$ cat config.mk
export PLATFORM = sky130hd
export DESIGN_NAME = bmon_line_monitor
export DESIGN_NICKNAME = d
export VERILOG_FILES = /design/src/rtl/bmon_pkg.sv /design/src/rtl/bmon_sync.sv /design/src/rtl/bmon_edge_flag.sv /design/src/rtl/bmon_idle_timer.sv /design/src/rtl/bmon_line_monitor.sv
export SDC_FILE = /design/constraint.sdc
export NUM_CORES = 1
export LEC_CHECK = 0
export ABC_AREA = 1
export ABC_CLOCK_PERIOD_IN_PS = 1800
export BUFFER_PORTS_ARGS = -buffer_cell sky130_fd_sc_hd__buf_2
export CORE_MARGIN = 5
export CORE_UTILIZATION = 55
export CTS_BUF_LIST = sky130_fd_sc_hd__clkbuf_8
export CTS_CLUSTER_SIZE = 24
export DETAILED_ROUTE_END_ITERATION = 10
export PLACE_DENSITY = 0.79
export SLEW_MARGIN = 0
export SYNTH_ARGS = -nofsm -noshare
export SYNTH_HDL_FRONTEND = slang
export SYNTH_HIERARCHICAL = 1
export SYNTH_SLANG_ARGS = --single-unit
$ cat constraint.sdc
create_clock -name clk -period 1.8 [get_ports clk]
set_input_delay 0.18 -clock clk [delete_from_list [all_inputs] [get_ports clk]]
set_output_delay 0.18 -clock clk [all_outputs]
set_load 0.05 [all_outputs]
$ cat src/rtl/bmon_pkg.sv
package bmon_pkg;

  localparam int unsigned NUM_LINES = 4;

  typedef enum logic [1:0] {
    LN_SCL   = 2'd0,
    LN_SDA   = 2'd1,
    LN_CTRL  = 2'd2,
    LN_ALERT = 2'd3
  } line_idx_e;

  // Idle threshold in clock cycles from clock MHz and idle nanoseconds
  function automatic int unsigned idle_cycles(input int unsigned clk_mhz,
                                              input int unsigned idle_ns);
    longint unsigned prod;
    prod = longint'(clk_mhz) * longint'(idle_ns) / 64'd1000;
    if (prod < 64'd1) prod = 64'd1;
    return int'(prod);
  endfunction

endpackage

$ cat src/rtl/bmon_sync.sv
module bmon_sync #(
  parameter int unsigned           WIDTH     = 4,
  parameter int unsigned           STAGES    = 2,
  parameter logic [WIDTH-1:0]      RESET_VAL = '1
) (
  input  logic             clk,
  input  logic             rst_n,
  input  logic [WIDTH-1:0] d,
  output logic [WIDTH-1:0] q
);

  logic [WIDTH-1:0] stg [STAGES];

  for (genvar s = 0; s < STAGES; s++) begin : g_stage
    if (s == 0) begin : g_first
      always_ff @(posedge clk) begin
        if (!rst_n) stg[s] <= RESET_VAL;
        else        stg[s] <= d;
      end
    end else begin : g_next
      always_ff @(posedge clk) begin
        if (!rst_n) stg[s] <= RESET_VAL;
        else        stg[s] <= stg[s-1];
      end
    end
  end

  assign q = stg[STAGES-1];

endmodule

$ cat src/rtl/bmon_edge_flag.sv
module bmon_edge_flag #(
  parameter logic RST_LEVEL = 1'b1
) (
  input  logic clk,
  input  logic rst_n,
  input  logic level,
  input  logic rise_en,
  input  logic fall_en,
  input  logic clr,
  output logic flag
);

  logic prev;
  logic hit;

  assign hit = (rise_en & level & ~prev) | (fall_en & ~level & prev);

  always_ff @(posedge clk) begin
    if (!rst_n) begin
      prev <= RST_LEVEL;
      flag <= 1'b0;
    end else begin
      prev <= level;
      flag <= hit | (flag & ~clr);
    end
  end

  // a set flag with no clear stays set
  p_flag_sticky_r6: assert property (@(posedge clk) disable iff (!rst_n)
    (flag && !clr) |=> flag);

  // a clear with no new edge drops the flag
  p_flag_clears_r6: assert property (@(posedge clk) disable iff (!rst_n)
    (clr && (level == prev)) |=> !flag);

  // a flag only rises after a level change of the enabled direction
  p_flag_cause_r5: assert property (@(posedge clk) disable iff (!rst_n)
    $rose(flag) |-> (($past(level) != $past(level, 2)) &&
                     ($past(level) ? $past(rise_en) : $past(fall_en))));

endmodule

$ cat src/rtl/bmon_idle_timer.sv
module bmon_idle_timer #(
  parameter int unsigned IDLE_CYCLES = 12500,
  localparam int unsigned CW         = $clog2(IDLE_CYCLES + 1),
  localparam logic [CW-1:0] LAST     = CW'(IDLE_CYCLES - 1)
) (
  input  logic clk,
  input  logic rst_n,
  input  logic scl,
  input  logic sda,
  output logic bus_free
);

  logic [CW-1:0] cnt;
  logic          both_hi;

  assign both_hi = scl & sda;

  always_ff @(posedge clk) begin
    if (!rst_n) begin
      cnt      <= '0;
      bus_free <= 1'b0;
    end else if (!both_hi) begin
      cnt      <= '0;
      bus_free <= 1'b0;
    end else if (!bus_free) begin
      if (cnt == LAST) bus_free <= 1'b1;
      else             cnt      <= cnt + 1'b1;
    end
  end

  // any low synchronized line drops bus_free on the next edge
  p_free_drops_r9: assert property (@(posedge clk) disable iff (!rst_n)
    !(scl && sda) |=> !bus_free);

  // bus_free only rises after both lines were high
  p_free_cause_r8: assert property (@(posedge clk) disable iff (!rst_n)
    $rose(bus_free) |-> $past(scl && sda));

  // idle count never passes its threshold
  p_no_overflow_r8: assert property (@(posedge clk) disable iff (!rst_n)
    cnt <= LAST);

  // count restarts at zero after a low line
  p_cnt_restart_r9: assert property (@(posedge clk) disable iff (!rst_n)
    !(scl && sda) |=> (cnt == '0));

endmodule

$ cat src/rtl/bmon_line_monitor.sv
module bmon_line_monitor #(
  parameter int unsigned CLK_MHZ     = 250,
  parameter int unsigned IDLE_NS     = 50000,
  parameter int unsigned SYNC_STAGES = 2,
  localparam int unsigned IDLE_CYCLES = bmon_pkg::idle_cycles(CLK_MHZ, IDLE_NS)
) (
  input  logic clk,
  input  logic rst_n,
  input  logic scl_i,
  input  logic sda_i,
  input  logic ctrl_i,
  input  logic alert_i,
  input  logic ctrl_rise_sel,
  input  logic ctrl_edge_clr,
  input  logic alert_edge_clr,
  output logic scl_raw,
  output logic sda_raw,
  output logic ctrl_raw,
  output logic alert_raw,
  output logic ctrl_edge,
  output logic alert_edge,
  output logic bus_free
);

  import bmon_pkg::*;

  logic [NUM_LINES-1:0] pins;
  logic [NUM_LINES-1:0] synced;

  assign pins[LN_SCL]   = scl_i;
  assign pins[LN_SDA]   = sda_i;
  assign pins[LN_CTRL]  = ctrl_i;
  assign pins[LN_ALERT] = alert_i;

  bmon_sync #(
    .WIDTH     (NUM_LINES),
    .STAGES    (SYNC_STAGES),
    .RESET_VAL ({NUM_LINES{1'b1}})
  ) u_sync (
    .clk   (clk),
    .rst_n (rst_n),
    .d     (pins),
    .q     (synced)
  );

  assign scl_raw   = synced[LN_SCL];
  assign sda_raw   = synced[LN_SDA];
  assign ctrl_raw  = synced[LN_CTRL];
  assign alert_raw = synced[LN_ALERT];

  // Control line: polarity from ctrl_rise_sel
  bmon_edge_flag #(.RST_LEVEL(1'b1)) u_ctrl_flag (
    .clk     (clk),
    .rst_n   (rst_n),
    .level   (synced[LN_CTRL]),
    .rise_en (ctrl_rise_sel),
    .fall_en (~ctrl_rise_sel),
    .clr     (ctrl_edge_clr),
    .flag    (ctrl_edge)
  );

  // Alert line: falling edge only
  bmon_edge_flag #(.RST_LEVEL(1'b1)) u_alert_flag (
    .clk     (clk),
    .rst_n   (rst_n),
    .level   (synced[LN_ALERT]),
    .rise_en (1'b0),
    .fall_en (1'b1),
    .clr     (alert_edge_clr),
    .flag    (alert_edge)
  );

  bmon_idle_timer #(.IDLE_CYCLES(IDLE_CYCLES)) u_idle (
    .clk      (clk),
    .rst_n    (rst_n),
    .scl      (synced[LN_SCL]),
    .sda      (synced[LN_SDA]),
    .bus_free (bus_free)
  );

  // alert flag never rises right after a rising alert level
  p_alert_fall_only_r5: assert property (@(posedge clk) disable iff (!rst_n)
    $rose(alert_edge) |-> !$past(alert_raw));

  // outputs in reset state while reset is held
  p_reset_state_r2: assert property (@(posedge clk)
    !rst_n |=> (!ctrl_edge && !alert_edge && !bus_free && scl_raw && sda_raw));

endmodule

==> impl_metrics.xml, run 1 <==
<?xml version="1.0" encoding="UTF-8"?>
<metrics>
  <group name="status">
    <metric name="run_status" unit="">finished, final reports clean</metric>
  </group>
  <group name="route">
    <metric name="first_pass_iteration_count_of_the_detailed_router" unit="">4</metric>
    <metric name="postRouteWirelength" unit="µm">2650</metric>
    <metric name="wl_per_cell" unit="µm">11.13</metric>
    <metric name="dr_total_vias" unit="">1195</metric>
    <metric name="initialDrtViolationCount" unit="">18</metric>
    <metric name="drtAntennaViolNets" unit="">0</metric>
    <metric name="via_per_inst" unit="">5.021</metric>
    <metric name="post_route_drc_violation_count" unit="">0</metric>
  </group>
  <group name="cells_and_area">
    <metric name="stdcell_area" unit="µm²">1473</metric>
    <metric name="antennaDiodeCount" unit="">0</metric>
    <metric name="areaGrowthSynthToFinish" unit="%">10.21</metric>
    <metric name="final_layout_size_suffix_gt1_share" unit="%">16.67</metric>
    <metric name="fin_util" unit="%">64.71</metric>
    <metric name="filler_cell_count" unit="">197</metric>
    <metric name="finalNetCount" unit="">221</metric>
  </group>
  <group name="power_and_ir_drop">
    <metric name="comb_power_share" unit="%">7.3</metric>
    <metric name="internal_power" unit="W">0.0007950</metric>
    <metric name="power.share.switching" unit="%">24.41</metric>
    <metric name="clkPwrFrac" unit="%">33.5</metric>
    <metric name="power.share.sequential" unit="%">59.3</metric>
    <metric name="power_leakage" unit="nW">0.6646</metric>
    <metric name="ir_drop" unit="mV">0.5335</metric>
    <metric name="pwr_density_cell" unit="nW/µm²">714.2</metric>
    <metric name="p_switching" unit="W">0.0002568</metric>
  </group>
  <group name="global_route">
    <metric name="vias_in_the_first_global_route" unit="">1111</metric>
    <metric name="globalRouteTotalUtil" unit="%">16.24</metric>
    <metric name="grt_max_degree" unit="">17</metric>
    <metric name="antenna_found_initial" unit="">0</metric>
    <metric name="grt.overflow.total" unit="">0</metric>
    <metric name="wire_length_of_the_first_global_routing_pass" unit="µm">4409</metric>
  </group>
  <group name="timing">
    <metric name="final.min_clock_period" unit="ps">1590</metric>
    <metric name="max_slew_violation_count" unit="">0</metric>
    <metric name="setup_clock_skew_after_layout" unit="ps">1.735</metric>
    <metric name="rsz0062_at_grt" unit="">false</metric>
    <metric name="layout_worst_path_cycle_share" unit="%">88.35</metric>
    <metric name="setup_total_negative_slack" unit="ps">0</metric>
    <metric name="finalHoldViolCount" unit="">0</metric>
    <metric name="setup_viol" unit="">0</metric>
    <metric name="fmax" unit="GHz">0.6288</metric>
  </group>
  <group name="synthesis">
    <metric name="postSynthNetCount" unit="">205</metric>
    <metric name="synth.distinct_cells" unit="">26</metric>
    <metric name="syn_area_per_cell" unit="µm²">6.853</metric>
    <metric name="mappedNetlistArea" unit="µm²">1336</metric>
    <metric name="ys_seq_area_share" unit="%">40.45</metric>
    <metric name="synth.top_cells.by_area" unit="">dfxtp_1, nand2_1, inv_1</metric>
    <metric name="most_area_hungry_cell_type_in_the_yosys_netlist" unit="">dfxtp_1</metric>
    <metric name="synth.ff_latch_count" unit="">27</metric>
    <metric name="synth_top_cell_area_share" unit="%">40.45</metric>
    <metric name="syn_inst" unit="">195</metric>
    <metric name="synth-warning-count" unit="">6</metric>
  </group>
  <group name="die">
    <metric name="initial_utilization" unit="%">58.71</metric>
    <metric name="io_pins" unit="">16</metric>
    <metric name="fp.dieW" unit="µm">59.29</metric>
    <metric name="chipHeight" unit="µm">59.29</metric>
    <metric name="design.core.area" unit="µm²">2276</metric>
    <metric name="std_cell_rows" unit="">17</metric>
    <metric name="die-area" unit="µm²">3515</metric>
  </group>
  <group name="min_path">
    <metric name="hold_path_class" unit="">in2reg</metric>
  </group>
  <group name="setup_path">
    <metric name="worst-endpoint-arrival" unit="ps">1800</metric>
    <metric name="worstSetupPathType" unit="">reg2reg</metric>
    <metric name="setup.worst_path.end_class" unit="">register</metric>
    <metric name="crit_required" unit="ps">2010</metric>
    <metric name="worst-path-max-fanout" unit="">12</metric>
    <metric name="start_kind" unit="">register</metric>
    <metric name="reg2reg_setup_slack" unit="ps">210</metric>
  </group>
  <group name="clock_network">
    <metric name="cts_tree" unit="">yes</metric>
    <metric name="worst_skew_pair.late_latency" unit="ps">270</metric>
    <metric name="clk_root_buffer_cell" unit="">clkbuf_8</metric>
    <metric name="clock_sink_count" unit="">27</metric>
    <metric name="clkSlewWorstSetupHoldPaths" unit="ps">90</metric>
    <metric name="clock_tree.buffer_depth" unit="">2</metric>
    <metric name="cts.htree.levels" unit="">1</metric>
    <metric name="cts_made_buffers" unit="">3</metric>
    <metric name="cts_hold_buffers" unit="">0</metric>
  </group>
  <group name="flow_run">
    <metric name="maxCapViolCount" unit="">0</metric>
  </group>
  <group name="place">
    <metric name="dp_hpwl" unit="µm">2000</metric>
    <metric name="port_buffer_count" unit="">15</metric>
    <metric name="gpl.final_weighted_congestion" unit="">0.9217</metric>
    <metric name="placed_cell_area" unit="µm²">1419</metric>
  </group>
</metrics>
Yosys cell counts (all sizes together):
library cell / n
clkbuf: 2
nor2: 24
nand3: 20
dfxtp: 27
xnor2: 4
inv: 32
nand3b: 1
nand2: 57
a21oi: 9
ha: 1
buf: 3
o21ai: 4
conb: 2
xor2: 1
nand4: 6
and2: 1
nor3: 1
state kept, by name, indices dropped and copies added, names as in the netlist:
name	cells
u_ctrl_flag/flag	1
u_idle/bus_free	1
u_alert_flag/flag	1
u_alert_flag/prev	1
u_sync/stg	8
u_ctrl_flag/prev	1
u_idle/cnt	14
critical path, stage by stage (launching register included):
cell     delay, ps
dfxtp_1        400
ha_1           240
inv_1           60
nor3_2         150
nand3_2        260
nand2_4        210
nand2_1         70
a21oi_1        130
layout by cell type, fill, tap and decap left out:
master      instances
a21oi_1             8
a21oi_2             1
and2_1              1
buf_2              15
buf_4               1
clkbuf_8            3
clkinvlp_4          1
conb_1              2
dfxtp_1            27
ha_1                1
inv_1              31
inv_2               1
nand2_1            54
nand2_2             2
nand2_4             1
nand3_1            17
nand3_2             3
nand3b_1            1
nand4_1             6
nor2_1             18
nor2_2              5
nor2_4              1
nor3_2              1
o21ai_0             4
xnor2_1             4
xor2_1              1
per-stage QoR:
step / hold WS, ps / instances / setup WS [ps] / power (W)
global placement: 348.2 / 234 / 250.2 / 0.0007091
floorplan: 250.0 / 195 / 453.7 / 0.0006876
detailed placement: 352.2 / 234 / 176.5 / 0.0007142
CTS: 64.37 / 238 / 156.2 / 0.001060
finish: 66.17 / 238 / 209.8 / 0.001052
global route: 75.15 / 238 / 1.110 / 0.001098
metal layers:
layer / GRT usage (%) / share of wire (%) / vias up
li1: - / - / 625
met1: 18.49 / 46 / 550
met2: 27.61 / 49 / 15
met3: 2.832 / 3.1 / 5
met4: 10.36 / 1.6 / 0
met5: 0 / 0 / -
power groups by stage:
stage | clock (W) | combinational [W] | sequential [W]
2_1_floorplan | 0 | 0.0000336 | 0.000654
3_3_place_gp | 0 | 0.0000729 | 0.000636
3_5_place_dp | 0 | 0.0000768 | 0.000637
4_1_cts | 0.000360 | 0.0000770 | 0.000623
5_1_grt | 0.000386 | 0.0000853 | 0.000627
6_report | 0.000352 | 0.0000765 | 0.000623
logic make-up (layout without fill, tap and decap cells):
group           after synthesis  in the layout  share of synthesized area (%)
simple gates                110            110                          38.02
buf+inv                      37             52                          11.61
flops                        27             27                          40.45
compound gates               13             13                          5.150
xor+xnor                      5              5                          3.277
other cells                   2              2                         0.5620
fa+ha+maj                     1              1                         0.9362
worst paths after layout:
path                    startpoint               end  cells after the start
hold reg to reg   u_sync/stg[0][3]  u_sync/stg[1][3]                      2
hold / removal              ctrl_i  u_sync/stg[0][2]                      3
setup reg to reg     u_idle/cnt[1]     u_idle/cnt[3]                      7
setup / recovery     u_idle/cnt[1]     u_idle/cnt[3]                      7
layout make-up:
cell class	instances	area, µm²	share of cell area [%]
clock buffers	3	41.29	2.804
clock inverters	1	7.507	0.5098
inverters	32	120.1	8.156
multi-input cells	131	645.6	43.84
flip-flops and latches	27	540.5	36.70
well taps	28	35.03	2.379
repair buffers	16	82.58	5.607
timing repair:
action | CTS | global route
resized for setup | 0 | 1
setup buffers | 0 | 0
setup endpoints to repair | 0 | 8
No activity file was read; power rests on OpenSTA's default activity.
==> run 2: changes to the inputs <==
--- a/config.mk
+++ b/config.mk
@@ -8,12 +8,15 @@
 export ABC_AREA = 1
 export ABC_CLOCK_PERIOD_IN_PS = 1800
 export BUFFER_PORTS_ARGS = -buffer_cell sky130_fd_sc_hd__buf_2
-export CORE_MARGIN = 5
-export CORE_UTILIZATION = 55
+export CELL_PAD_IN_SITES_DETAIL_PLACEMENT = 0
+export CELL_PAD_IN_SITES_GLOBAL_PLACEMENT = 1
+export CORE_MARGIN = 3
+export CORE_UTILIZATION = 42
 export CTS_BUF_LIST = sky130_fd_sc_hd__clkbuf_8
 export CTS_CLUSTER_SIZE = 24
 export DETAILED_ROUTE_END_ITERATION = 10
-export PLACE_DENSITY = 0.79
+export PLACE_DENSITY = 0.83
+export SKIP_LAST_GASP = 1
 export SLEW_MARGIN = 0
 export SYNTH_ARGS = -nofsm -noshare
 export SYNTH_HDL_FRONTEND = slang
==> impl_metrics.xml, run 2 (synthesis gave the netlist of run 1 again) <==
<?xml version="1.0" encoding="UTF-8"?>
<metrics>
  <group name="setup_path">
    <metric name="worst-path-max-fanout" unit="">11</metric>
    <metric name="setup.worst_path.end_class" unit="">register</metric>
    <metric name="crit_required" unit="ps">2020</metric>
    <metric name="worst-endpoint-arrival" unit="ps">1800</metric>
    <metric name="worstSetupPathType" unit="">reg2reg</metric>
    <metric name="start_kind" unit="">register</metric>
  </group>
  <group name="global_route">
    <metric name="wire_length_of_the_first_global_routing_pass" unit="µm">4381</metric>
    <metric name="antenna_found_initial" unit="">0</metric>
    <metric name="vias_in_the_first_global_route" unit="">1007</metric>
    <metric name="globalRouteTotalUtil" unit="%">13.67</metric>
    <metric name="grt.overflow.total" unit="">0</metric>
    <metric name="grt_max_degree" unit="">17</metric>
  </group>
  <group name="cells_and_area">
    <metric name="fin_util" unit="%">51.47</metric>
    <metric name="largest_reg_flops" unit="">14</metric>
    <metric name="stdcell_area" unit="µm²">1493</metric>
    <metric name="finalNetCount" unit="">222</metric>
    <metric name="areaGrowthSynthToFinish" unit="%">11.70</metric>
    <metric name="most_common_cell_after_layout_fill_and_taps_aside" unit="">nand2_1</metric>
    <metric name="antennaDiodeCount" unit="">0</metric>
    <metric name="reg_with_most_ffs" unit="">u_idle/cnt</metric>
    <metric name="final_layout_size_suffix_gt1_share" unit="%">17.06</metric>
    <metric name="final_cell_mix" unit="">nand2_1, inv_1, dfxtp_1, nor2_1, nand3_1</metric>
    <metric name="filler_cell_count" unit="">309</metric>
    <metric name="biggest_regs" unit="">u_idle/cnt: 14 flops, u_sync/stg: 8 flops</metric>
  </group>
  <group name="die">
    <metric name="fp.dieW" unit="µm">62.41</metric>
    <metric name="std_cell_rows" unit="">19</metric>
    <metric name="chipHeight" unit="µm">62.41</metric>
    <metric name="io_pins" unit="">16</metric>
    <metric name="design.core.area" unit="µm²">2900</metric>
    <metric name="initial_utilization" unit="%">46.07</metric>
    <metric name="die-area" unit="µm²">3894</metric>
  </group>
  <group name="min_path">
    <metric name="hold_path_class" unit="">in2reg</metric>
  </group>
  <group name="clock_network">
    <metric name="clkSlewWorstSetupHoldPaths" unit="ps">90</metric>
    <metric name="clock_sink_count" unit="">27</metric>
    <metric name="post-cts-setup-buffer-count" unit="">0</metric>
    <metric name="worst_skew_pair.late_latency" unit="ps">280</metric>
    <metric name="cts_tree" unit="">yes</metric>
    <metric name="cts_made_buffers" unit="">3</metric>
    <metric name="clk_root_buffer_cell" unit="">clkbuf_8</metric>
    <metric name="clock_tree.buffer_depth" unit="">2</metric>
    <metric name="cts_hold_buffers" unit="">0</metric>
    <metric name="cts.htree.levels" unit="">1</metric>
    <metric name="cts_resized" unit="">0</metric>
  </group>
  <group name="timing">
    <metric name="setup_total_negative_slack" unit="ps">0</metric>
    <metric name="setup_clock_skew_after_layout" unit="ps">2.595</metric>
    <metric name="rsz0062_at_grt" unit="">false</metric>
    <metric name="finalHoldViolCount" unit="">0</metric>
    <metric name="fmax" unit="GHz">0.6332</metric>
    <metric name="max_slew_violation_count" unit="">0</metric>
    <metric name="final.min_clock_period" unit="ps">1579</metric>
    <metric name="layout_worst_path_cycle_share" unit="%">87.74</metric>
    <metric name="setup_viol" unit="">0</metric>
  </group>
  <group name="place">
    <metric name="gpl.final_weighted_congestion" unit="">0.8037</metric>
    <metric name="dp_hpwl" unit="µm">1905</metric>
    <metric name="placed_cell_area" unit="µm²">1444</metric>
    <metric name="port_buffer_count" unit="">15</metric>
  </group>
  <group name="flow_run">
    <metric name="maxCapViolCount" unit="">0</metric>
  </group>
  <group name="power_and_ir_drop">
    <metric name="ir_drop" unit="mV">0.4234</metric>
    <metric name="comb_power_share" unit="%">7.1</metric>
    <metric name="power_leakage" unit="nW">0.6678</metric>
    <metric name="clkPwrFrac" unit="%">33.6</metric>
    <metric name="internal_power" unit="W">0.0007950</metric>
    <metric name="power.share.switching" unit="%">24.40</metric>
    <metric name="power.share.sequential" unit="%">59.3</metric>
    <metric name="p_switching" unit="W">0.0002566</metric>
    <metric name="pwr_density_cell" unit="nW/µm²">704.5</metric>
  </group>
  <group name="route">
    <metric name="postRouteWirelength" unit="µm">2466</metric>
    <metric name="via_per_inst" unit="">4.565</metric>
    <metric name="initialDrtViolationCount" unit="">57</metric>
    <metric name="post_route_drc_violation_count" unit="">0</metric>
    <metric name="wl_per_cell" unit="µm">9.747</metric>
    <metric name="drtAntennaViolNets" unit="">0</metric>
    <metric name="dr_total_vias" unit="">1155</metric>
    <metric name="first_pass_iteration_count_of_the_detailed_router" unit="">4</metric>
  </group>
  <group name="status">
    <metric name="run_status" unit="">finished, final reports clean</metric>
  </group>
</metrics>
## run 2: cell count changes in the layout (fill, tap and decap cells not counted), sizes merged
cell / delta
buf: +1
## run 2: final cells by class
| type | count | area (µm²) | share of cell area [%] |
|---|---|---|---|
| clock buffer | 3 | 41.29 | 2.766 |
| clock inverter | 1 | 7.507 | 0.5029 |
| inverter | 32 | 120.1 | 8.047 |
| multi-input combinational | 131 | 640.6 | 42.92 |
| sequential | 27 | 540.5 | 36.21 |
| tap | 42 | 52.55 | 3.521 |
| timing repair buffer | 17 | 90.09 | 6.035 |
## run 2: worst max-delay path, cell delays in order, from the launching register on
cell,delay (ps)
dfxtp_1,390
ha_1,240
inv_1,70
nor3_2,150
nand3_2,190
nand2_2,240
nand2_1,100
a21oi_2,130
## run 2: worst paths after layout
path	slack, ps	depth (start not counted)	to	start
setup / recovery	220	7	u_idle/cnt[8]	u_idle/cnt[1]
hold / removal	60	3	u_sync/stg[0][1]	sda_i
setup reg to reg	220	7	u_idle/cnt[8]	u_idle/cnt[1]
hold reg to reg	410	2	u_sync/stg[1][1]	u_sync/stg[0][1]
## run 2: metal layers
layer / up-vias / wire [µm] / track usage [%]
met2: 13 / 1112 / 22.37
met5: - / 0 / 0
met1: 513 / 1241 / 18.13
met4: 0 / 31 / 4.959
met3: 2 / 81 / 2.158
li1: 627 / - / -
## run 2: power by group through the flow
| stage | clock, W | sequential (W) | combinational (W) |
|---|---|---|---|
| after floorplan | 0 | 0.000654 | 0.0000336 |
| after global placement | 0 | 0.000636 | 0.0000737 |
| after detailed placement | 0 | 0.000638 | 0.0000752 |
| after CTS | 0.000370 | 0.000624 | 0.0000756 |
| after global routing | 0.000399 | 0.000627 | 0.0000836 |
| final | 0.000353 | 0.000623 | 0.0000751 |
## run 2: metrics by stage
| step | hold slack (ps) | instances | power, W | setup slack [ps] |
|---|---|---|---|---|
| after detailed placement | 355.7 | 249 | 0.0007127 | 222.1 |
| after CTS | 60.34 | 253 | 0.001069 | 198.4 |
| final | 63.16 | 253 | 0.001052 | 220.7 |
| after global placement | 350.0 | 249 | 0.0007100 | 297.2 |
| after floorplan | 250.0 | 195 | 0.0006876 | 453.7 |
| after global routing | 54.41 | 253 | 0.001110 | 23.54 |
